### src/rtl/nand_bridge_pkg.sv
package nand_bridge_pkg;

  localparam int CE_BIT   = 31;
  localparam int MODE_HI  = 30;
  localparam int MODE_LO  = 28;
  localparam int DATA_HI  = 23;
  localparam int DATA_LO  = 16;
  localparam int BUSY_BIT = 15;

  localparam logic [2:0] MODE_CMD  = 3'd0;
  localparam logic [2:0] MODE_ADDR = 3'd1;
  localparam logic [2:0] MODE_READ = 3'd2;
  localparam logic [2:0] MODE_DATA = 3'd3;

  typedef enum logic [2:0] {
    ST_IDLE,
    ST_SETUP,
    ST_LOW,
    ST_HIGH,
    ST_DONE
  } busState_t;

  // Strobes from control to datapath
  typedef struct packed {
    logic loadCtrl;    // latch mode, chip enable, data byte
    logic loadStatus;  // load busy flag into read word
    logic clearRd;     // zero the read word
    logic capture;     // sample flash byte into read word
    logic weLow;       // write strobe active
    logic reLow;       // read strobe active
    logic driveIo;     // drive flash I/O
  } bridgeStrobe_t;

  function automatic logic modeStrobes(input logic [2:0] mode);
    return (mode == MODE_CMD) || (mode == MODE_ADDR) || (mode == MODE_DATA);
  endfunction

endpackage

### src/rtl/nand_bridge_ctrl.sv
module nand_bridge_ctrl
  import nand_bridge_pkg::*;
#(
  parameter int LOW_CYC  = 3,
  parameter int HIGH_CYC = 2
) (
  input  logic          clk,
  input  logic          rstN,
  input  logic          hostReq,
  input  logic          hostWr,
  input  logic          hostAddr,
  input  logic [2:0]    wrMode,
  input  logic          readArmed,
  output bridgeStrobe_t strobe,
  output logic          hostReady
);

  localparam int MAX_CYC = (LOW_CYC > HIGH_CYC) ? LOW_CYC : HIGH_CYC;
  localparam int CW      = (MAX_CYC > 1) ? $clog2(MAX_CYC) : 1;
  localparam logic [CW-1:0] LOW_LAST  = CW'(LOW_CYC - 1);
  localparam logic [CW-1:0] HIGH_LAST = CW'(HIGH_CYC - 1);

  busState_t     state;
  logic [CW-1:0] cnt;
  logic          isWrite;
  logic          ctrlRead;

  assign ctrlRead = !hostAddr && !hostWr;

  always_comb begin
    strobe = '0;
    case (state)
      ST_IDLE: begin
        if (hostReq) begin
          strobe.loadCtrl   = !hostAddr && hostWr;
          strobe.loadStatus = ctrlRead;
          strobe.clearRd    = !ctrlRead;
        end
      end
      ST_SETUP: strobe.driveIo = isWrite;
      ST_LOW: begin
        strobe.weLow   = isWrite;
        strobe.reLow   = !isWrite;
        strobe.driveIo = isWrite;
        strobe.capture = !isWrite && (cnt == LOW_LAST);
      end
      ST_HIGH: strobe.driveIo = isWrite;
      default: ;
    endcase
  end

  assign hostReady = (state == ST_DONE);

  always_ff @(posedge clk or negedge rstN) begin
    if (!rstN) begin
      state   <= ST_IDLE;
      cnt     <= '0;
      isWrite <= 1'b0;
    end else begin
      case (state)
        ST_IDLE: begin
          if (hostReq) begin
            if (!hostAddr && hostWr && modeStrobes(wrMode)) begin
              state   <= ST_SETUP;
              isWrite <= 1'b1;
            end else if (hostAddr && !hostWr && readArmed) begin
              state   <= ST_SETUP;
              isWrite <= 1'b0;
            end else begin
              state <= ST_DONE;
            end
          end
        end
        ST_SETUP: begin
          state <= ST_LOW;
          cnt   <= '0;
        end
        ST_LOW: begin
          if (cnt == LOW_LAST) begin
            state <= ST_HIGH;
            cnt   <= '0;
          end else begin
            cnt <= cnt + 1'b1;
          end
        end
        ST_HIGH: begin
          if (cnt == HIGH_LAST) begin
            state <= ST_DONE;
            cnt   <= '0;
          end else begin
            cnt <= cnt + 1'b1;
          end
        end
        default: state <= ST_IDLE;
      endcase
    end
  end

endmodule

### src/rtl/nand_bridge_dp.sv
module nand_bridge_dp
  import nand_bridge_pkg::*;
(
  input  logic          clk,
  input  logic          rstN,
  input  bridgeStrobe_t strobe,
  input  logic [31:0]   hostWdata,
  input  logic [7:0]    flashIoIn,
  input  logic          flashBusyN,
  output logic [31:0]   hostRdata,
  output logic          readArmed,
  output logic          flashChipEnN,
  output logic          flashCmdLatch,
  output logic          flashAddrLatch,
  output logic          flashWrStrobeN,
  output logic          flashRdStrobeN,
  output logic [7:0]    flashIoOut,
  output logic          flashIoOe
);

  logic [2:0]  modeQ;
  logic        ceQ;
  logic [7:0]  dataQ;
  logic [31:0] rdataQ;
  logic [1:0]  busySync;

  always_ff @(posedge clk or negedge rstN) begin
    if (!rstN) begin
      modeQ <= 3'd7;
      ceQ   <= 1'b0;
      dataQ <= '0;
    end else if (strobe.loadCtrl) begin
      modeQ <= hostWdata[MODE_HI:MODE_LO];
      ceQ   <= hostWdata[CE_BIT];
      dataQ <= hostWdata[DATA_HI:DATA_LO];
    end
  end

  // Two-flop synchroniser on the busy line
  always_ff @(posedge clk or negedge rstN) begin
    if (!rstN) busySync <= 2'b11;
    else       busySync <= {busySync[0], flashBusyN};
  end

  always_ff @(posedge clk or negedge rstN) begin
    if (!rstN) begin
      rdataQ <= '0;
    end else if (strobe.loadStatus) begin
      rdataQ           <= '0;
      rdataQ[BUSY_BIT] <= !busySync[1];
    end else if (strobe.clearRd) begin
      rdataQ <= '0;
    end else if (strobe.capture) begin
      rdataQ[DATA_HI:DATA_LO] <= flashIoIn;
    end
  end

  assign hostRdata      = rdataQ;
  assign readArmed      = (modeQ == MODE_READ);
  assign flashChipEnN   = !ceQ;
  assign flashCmdLatch  = (modeQ == MODE_CMD);
  assign flashAddrLatch = (modeQ == MODE_ADDR);
  assign flashWrStrobeN = !strobe.weLow;
  assign flashRdStrobeN = !strobe.reLow;
  assign flashIoOut     = dataQ;
  assign flashIoOe      = strobe.driveIo;

endmodule

### src/rtl/nand_host_bridge.sv
module nand_host_bridge
  import nand_bridge_pkg::*;
#(
  parameter int LOW_CYC  = 3,
  parameter int HIGH_CYC = 2
) (
  input  logic        clk,
  input  logic        rstN,
  input  logic        hostReq,
  input  logic        hostWr,
  input  logic        hostAddr,
  input  logic [31:0] hostWdata,
  output logic [31:0] hostRdata,
  output logic        hostReady,
  output logic        flashChipEnN,
  output logic        flashCmdLatch,
  output logic        flashAddrLatch,
  output logic        flashWrStrobeN,
  output logic        flashRdStrobeN,
  output logic [7:0]  flashIoOut,
  output logic        flashIoOe,
  input  logic [7:0]  flashIoIn,
  input  logic        flashBusyN
);

  bridgeStrobe_t strobe;
  logic          readArmed;

  nand_bridge_ctrl #(.LOW_CYC(LOW_CYC), .HIGH_CYC(HIGH_CYC)) u_ctrl (
    .clk       (clk),
    .rstN      (rstN),
    .hostReq   (hostReq),
    .hostWr    (hostWr),
    .hostAddr  (hostAddr),
    .wrMode    (hostWdata[MODE_HI:MODE_LO]),
    .readArmed (readArmed),
    .strobe    (strobe),
    .hostReady (hostReady)
  );

  nand_bridge_dp u_dp (
    .clk            (clk),
    .rstN           (rstN),
    .strobe         (strobe),
    .hostWdata      (hostWdata),
    .flashIoIn      (flashIoIn),
    .flashBusyN     (flashBusyN),
    .hostRdata      (hostRdata),
    .readArmed      (readArmed),
    .flashChipEnN   (flashChipEnN),
    .flashCmdLatch  (flashCmdLatch),
    .flashAddrLatch (flashAddrLatch),
    .flashWrStrobeN (flashWrStrobeN),
    .flashRdStrobeN (flashRdStrobeN),
    .flashIoOut     (flashIoOut),
    .flashIoOe      (flashIoOe)
  );

endmodule

### config.mk
export PLATFORM = sky130hd
export DESIGN_NAME = nand_host_bridge
export DESIGN_NICKNAME = d
export VERILOG_FILES = /design/src/rtl/nand_bridge_pkg.sv /design/src/rtl/nand_bridge_ctrl.sv /design/src/rtl/nand_bridge_dp.sv /design/src/rtl/nand_host_bridge.sv
export SDC_FILE = /design/constraint.sdc
export NUM_CORES = 1
export LEC_CHECK = 0
export CAP_MARGIN = 20
export CORE_ASPECT_RATIO = 0.8
export CORE_MARGIN = 8
export CORE_UTILIZATION = 25
export DETAILED_ROUTE_END_ITERATION = 7
export PLACE_DENSITY = 0.59
export RECOVER_POWER = 25
export SKIP_LAST_GASP = 1
export SYNTH_ARGS = -nofsm -noshare
export SYNTH_HDL_FRONTEND = slang
export SYNTH_SLANG_ARGS = --single-unit
### constraint.sdc
create_clock -name clk -period 2.2 [get_ports clk]
set_clock_uncertainty 0.2 [all_clocks]
set_input_delay 0.22 -clock clk [delete_from_list [all_inputs] [get_ports clk]]
set_output_delay 0.22 -clock clk [all_outputs]
set_load 0.01 [all_outputs]
==> flow_summary.toml, run 1 <==
[run_status]
status = "finished, final reports clean"

[drt]
wl_per_cell_um = 12.6
drc = 0
met2_length_um = 1580
dr.first_iter.drc_count = 39
dr_total_vias = 1085
top_layer_used = "met4"
post_drt_via_cell_ratio = 3.92
drt-met1-wl_um = 1470
ant_nets = 0
wl_met3_um = 391
drtPass1Iterations = 4
routed_wl_um = 3490

[power_and_ir_drop]
power_frac_seq_pct = 40.1
ir_drop_v = 0.000359
p_sw_mw = 0.749
power.share.clock_pct = 20.3
p_int_mw = 1.54
leakage_nw = 0.863
power.share.switching_pct = 32.8
p_per_area_mw_per_mm2 = 1110
p_comb_share_pct = 39.5

[logic_synthesis]
yosys.area_share.simple_pct = 17.2
syn-instance-count = 141
ys_seq_elements = 29
synth_cell_type_count = 29
ys_seq_area_share_pct = 50.0
synthMuxAreaShare_pct = 9.91
syn_area_per_cell_um2 = 10.4
synth-adder-area-share_pct = 0
synth_warnings = 0
synth-xor-area-share_pct = 0
synth_top_family_by_area = "simple AND/OR/NAND/NOR gates"
syn-cell-area_mm2 = 0.00147
synth_compound_area_share_pct = 8.03

[grt]
globalRouteTotalUtil_pct = 8.63
antenna_found_initial = 0
overflow = 0
grt_max_degree = 30
grt_pass1_wl_um = 5750
grt_pass1_vias = 1144

[critical_path]
cp_slowest_stage_delay_ps = 490
end_kind = "output port"
worstPathCellList = "nand2b_1 > or3_1 > clkdlybuf4s50_1"
r2r_cells = 4
critPathSlowestCell = "clkdlybuf4s50_1"
startpoint_type = "flop"
worstPathRequired_ps = 1780
cp_data_arrival_time_ps = 1730
crit_fanout = 7
reg2reg_slack_ps = 310
r2r_start = "u_ctrl.state[0]"
path_class = "reg2out"
crit_start = "u_ctrl.state[2]"
r2r_end = "u_dp.flashIoOut[7]"
cp-endpoint = "flashRdStrobeN"

[sta]
finalSetupViolations = 0
worst_hold_slack_ps = 157
max_slew_margin_pct = 50.5
finalSetupTns_ps = 0
fin_crit_sh_pct = 97.5
fmax_ghz = 0.466
hold_violations = 0
slew_violations = 0
rsz0062_at_grt = "false"
worst_slew_pin_slew_ps = 742
layout_min_cycle_time_ps = 2150

[final_layout]
final_cell_mix = "clkdlybuf4s50_1, conb_1, nand2_1"
nNetsFinal = 241
n_fill_cell = 615
area_growth_pct = 40.9
antennaDiodeCount = 0
final_common_cell = "clkdlybuf4s50_1"
drive_gt1_share_pct = 17.9

[clock_network]
h-tree-depth = 2
cts.clk_slew.worst_paths_ps = 60
cts_sinks = 29
tritoncts = "yes"
clockBufferDepth = 2
numCtsBuffers = 5
clock-root-buffer = "clkbuf_8"
clock_latency_ps = 290

[placed_design]
post-dp-hpwl_um = 2640
io_buffer_count = 49
gp_congestion = 0.748

[floorplanning]
die_w_um = 102
start_util_pct = 25.3
pin_count = 93
die-area_mm2 = 0.00858
fp.dieH_um = 84.5
core_mm2 = 0.00579
rows = 25

[hold_path]
min_path_type = "reg2reg"

[job]
maxCapViolations = 0
-- per-layer routing --
| layer | up-vias | global-route usage (%) |
|---|---|---|
| met2 | 35 | 13.0 |
| li1 | 531 | - |
| met5 | - | 0 |
| met3 | 6 | 5.62 |
| met4 | 0 | 2.83 |
| met1 | 513 | 9.52 |
-- worst min-delay path by stage --
stage,from,end,slack [ps],cells past startpoint
detailed placement,u_dp.busySync[0],u_dp.busySync[1],150,0
CTS,rstN,u_dp.hostRdata[15],130,2
global placement,u_dp.busySync[0],u_dp.busySync[1],150,0
floorplan,rstN,u_ctrl.cnt[0],-280,0
global route,u_dp.busySync[0],u_dp.busySync[1],160,0
finish,u_dp.busySync[0],u_dp.busySync[1],160,0
-- metrics by stage --
| step | power [mW] | std cells | cell area, um^2 | setup slack [ps] | util, % |
|---|---|---|---|---|---|
| floorplan | 1.38 | 163 | 1550 | 387 | - |
| global placement | 1.83 | 269 | 1970 | 184 | 34.0 |
| detailed placement | 1.84 | 269 | 1970 | 184 | 34.0 |
| CTS | 2.32 | 277 | 2070 | 13.7 | 35.7 |
| global route | 2.44 | 277 | 2060 | 0.0843 | 35.7 |
| finish | 2.28 | 277 | 2060 | 55.0 | 35.7 |
-- final cells by class --
cell class                      count  area, um^2  share of cell area, %
Clock inverter                      1        7.51                  0.364
Sequential cell                    29         736                   35.6
Inverter                            4        15.0                  0.727
Tap cell                           81         101                   4.91
Multi-Input combinational cell    102         601                   29.1
Clock buffer                        7        86.3                   4.18
Timing Repair Buffer               53         518                   25.1
-- power by group through the flow --
stage / sequential [mW] / clock, mW / combinational [mW]
5_1_grt: 0.949 / 0.506 / 0.988
3_5_place_dp: 0.919 / 0 / 0.920
4_1_cts: 0.914 / 0.487 / 0.922
2_1_floorplan: 0.926 / 0 / 0.452
3_3_place_gp: 0.914 / 0 / 0.911
6_report: 0.916 / 0.465 / 0.903
-- what timing repair did --
| action | CTS | global route |
|---|---|---|
| setup buffers | 0 | 0 |
| endpoints found under the setup margin | 2 | 2 |
| hold buffers | 0 | 0 |
| resized for setup | 2 | 1 |
| pin swaps | 0 | 1 |
-- kinds of logic (layout without fill, tap and decap cells) --
kind of cell / after synthesis / in the layout
AND/OR/NAND/NOR: 45 / 45
buffers and inverters: 32 / 65
flip-flops: 29 / 29
AO/OA/AOI/OAI: 21 / 21
multiplexers: 13 / 13
other: 1 / 23
-- cell usage after synthesis (all sizes together) --
cell type,n,area [um^2]
buf,25,189
dfrtp,24,601
nand2,22,82.6
o21ai,17,85.1
mux2,12,135
dfstp,5,131
nor2,5,26.3
nor3b,5,37.5
inv,4,15.0
clkbuf,3,11.3
nor2b,3,18.8
nand2b,2,12.5
nand3b,2,27.5
a21oi,1,5.00
a221oi,1,8.76
a32o,1,10.0
and2,1,6.26
conb,1,3.75
mux2i,1,10.0
nand3,1,5.00
nor3,1,5.00
nor4,1,12.5
o41ai,1,8.76
or3,1,6.26
or3b,1,11.3
-- state kept, by name, indices dropped and copies added (netlist names) --
register and cells:
u_ctrl.cnt 2, u_ctrl.isWrite 1, u_dp.flashIoOut 8, u_dp.ceQ 1
u_dp.hostRdata 9, u_ctrl.state 3, u_dp.busySync 2, u_dp.modeQ 3
-- worst max-delay path, delay by kind of cell, from the launching register on --
family	cells	cell delay, ps
DFF	1	440
and+or+nand+nor	2	510
buffers and inverters	1	490
Power figures use the tool's default switching activity.
==> run 2: changes to the inputs <==
--- a/config.mk
+++ b/config.mk
@@ -6,11 +6,13 @@
 export NUM_CORES = 1
 export LEC_CHECK = 0
 export CAP_MARGIN = 20
+export CELL_PAD_IN_SITES_DETAIL_PLACEMENT = 0
+export CELL_PAD_IN_SITES_GLOBAL_PLACEMENT = 1
 export CORE_ASPECT_RATIO = 0.8
 export CORE_MARGIN = 8
 export CORE_UTILIZATION = 25
 export DETAILED_ROUTE_END_ITERATION = 7
-export PLACE_DENSITY = 0.59
+export PLACE_DENSITY = 0.77
 export RECOVER_POWER = 25
 export SKIP_LAST_GASP = 1
 export SYNTH_ARGS = -nofsm -noshare
==> run 2 against run 1 <==
Worst setup slack improved by 7.7 ps. Hold slack gained 0.98 ps. Utilization rose by 0.43 points. Critical endpoint unchanged.
==> flow_summary.toml, run 2 (synthesized netlist as in run 1, its figures left out) <==
[power_and_ir_drop]
leakage_nw = 0.878
p_int_mw = 1.65
power.share.switching_pct = 31.3
power.share.clock_pct = 24.2
power_frac_seq_pct = 38.2
ir_drop_v = 0.000518
p_per_area_mw_per_mm2 = 1150
total_power_mw = 2.40
p_sw_mw = 0.752
p_comb_share_pct = 37.6

[grt]
grt_use_met2_pct = 12.5
grt_max_degree = 30
globalRouteTotalUtil_pct = 8.27
grt_pass1_wl_um = 5460
antenna_found_initial = 0
grtUsageMet3_pct = 3.22
grt_pass1_vias = 1098
met1_usage_pct = 9.49
overflow = 0
top_usage_layer = "met2"

[placed_design]
io_buffer_count = 49
place_area_mm2 = 0.00197
dp.cells = 269
gp_congestion = 0.706
post-dp-hpwl_um = 2590
place_ws_ps = 216

[sta]
finalSetupTns_ps = 0
slew_violations = 0
worst_slew_pin_slew_ps = 724
fmax_ghz = 0.468
layout_min_cycle_time_ps = 2140
max_slew_margin_pct = 51.7
setup_slack_ps = 62.7
fin_crit_sh_pct = 97.2
worst_hold_slack_ps = 157
finalSetupViolations = 0
hold_violations = 0
rsz0062_at_grt = "false"

[clock_network]
cts_sinks = 29
h-tree-depth = 2
clockBufferDepth = 2
clock_latency_ps = 280
numCtsBuffers = 5
tritoncts = "yes"
clock-root-buffer = "clkbuf_8"
cts.clk_slew.worst_paths_ps = 60

[final_layout]
largest_reg_flops = 9
drive_gt1_share_pct = 17.9
antennaDiodeCount = 0
area_growth_pct = 42.6
n_fill_cell = 598
finish.utilization_pct = 36.1
final_common_cell = "clkdlybuf4s50_1"
nNetsFinal = 241
final_area_mm2 = 0.00209
final_cell_mix = "clkdlybuf4s50_1, conb_1, nand2_1, dfrtp_1, o21ai_0"
fin_cells = 277

[critical_path]
reg2reg_slack_ps = 320
cp_data_arrival_time_ps = 1720
r2r_cells = 4
r2r_end = "u_dp.flashIoOut[1]"
startpoint_type = "flop"
end_kind = "output port"
cp_slowest_stage_delay_ps = 500
r2r_start = "u_ctrl.state[0]"
worstPathRequired_ps = 1780
cp-endpoint = "flashRdStrobeN"
path_class = "reg2out"
crit_fanout = 4
worstPathCellList = "nand2b_1 > or3_1 > clkdlybuf4s50_1"
critPathSlowestCell = "clkdlybuf4s50_1"
crit_start = "u_ctrl.state[2]"

[drt]
post_drt_via_cell_ratio = 3.82
wl_per_cell_um = 12.1
drtPass1Iterations = 4
dr.first_iter.drc_count = 63
dr_total_vias = 1057
routed_wl_um = 3340
ant_nets = 0
drc = 0

[job]
maxCapViolations = 0

[floorplanning]
rows = 25
die_w_um = 102
fp.dieH_um = 84.5
die-area_mm2 = 0.00858
start_util_pct = 25.3
core_mm2 = 0.00579
pin_count = 93

[run_status]
status = "finished, final reports clean"

[hold_path]
min_path_type = "reg2reg"
run 2: per-layer routing:
metal,up-vias,share of wire [%]
met5,-,0
met4,0,2.0
met3,7,6.8
met2,32,48
met1,488,43
li1,530,-
run 2: area by class of cell:
class,count,area [um^2],area share [%]
multi-input combinational,102,601,28.7
tap,81,101,4.85
clock inverter,2,37.5,1.80
clock buffer,6,82.6,3.95
inverter,4,15.0,0.719
timing repair buffer,53,518,24.8
sequential,29,734,35.1
run 2: worst max-delay path: cells and delay by family, from the launching register on:
| kind | cells | cell delay, ps |
|---|---|---|
| buffers and inverters | 1 | 500 |
| AND/OR/NAND/NOR | 2 | 520 |
| flip-flops | 1 | 420 |
run 2: worst min-delay path by stage:
stage | slack (ps) | cells past startpoint | end | startpoint
after floorplan | -280 | 0 | u_ctrl.cnt[0] | rstN
after global placement | 150 | 0 | u_dp.busySync[1] | u_dp.busySync[0]
after detailed placement | 150 | 0 | u_dp.busySync[1] | u_dp.busySync[0]
after CTS | 130 | 2 | u_dp.hostRdata[15] | rstN
after global routing | 170 | 0 | u_dp.busySync[1] | u_dp.busySync[0]
final | 160 | 0 | u_dp.busySync[1] | u_dp.busySync[0]
run 2: what timing repair did:
item / 4_1_cts / 5_1_grt
resized for setup: 2 / 0
setup buffers: 0 / 0
hold buffers: 0 / 0
setup endpoints to repair: 2 / 0
run 2: power by group through the flow:
stage | Clock, mW | Sequential, mW | Combinational, mW
global placement | 0 | 0.914 | 0.913
finish | 0.580 | 0.916 | 0.903
global route | 0.634 | 0.950 | 0.979
floorplan | 0 | 0.926 | 0.452
CTS | 0.602 | 0.917 | 0.922
detailed placement | 0 | 0.921 | 0.921
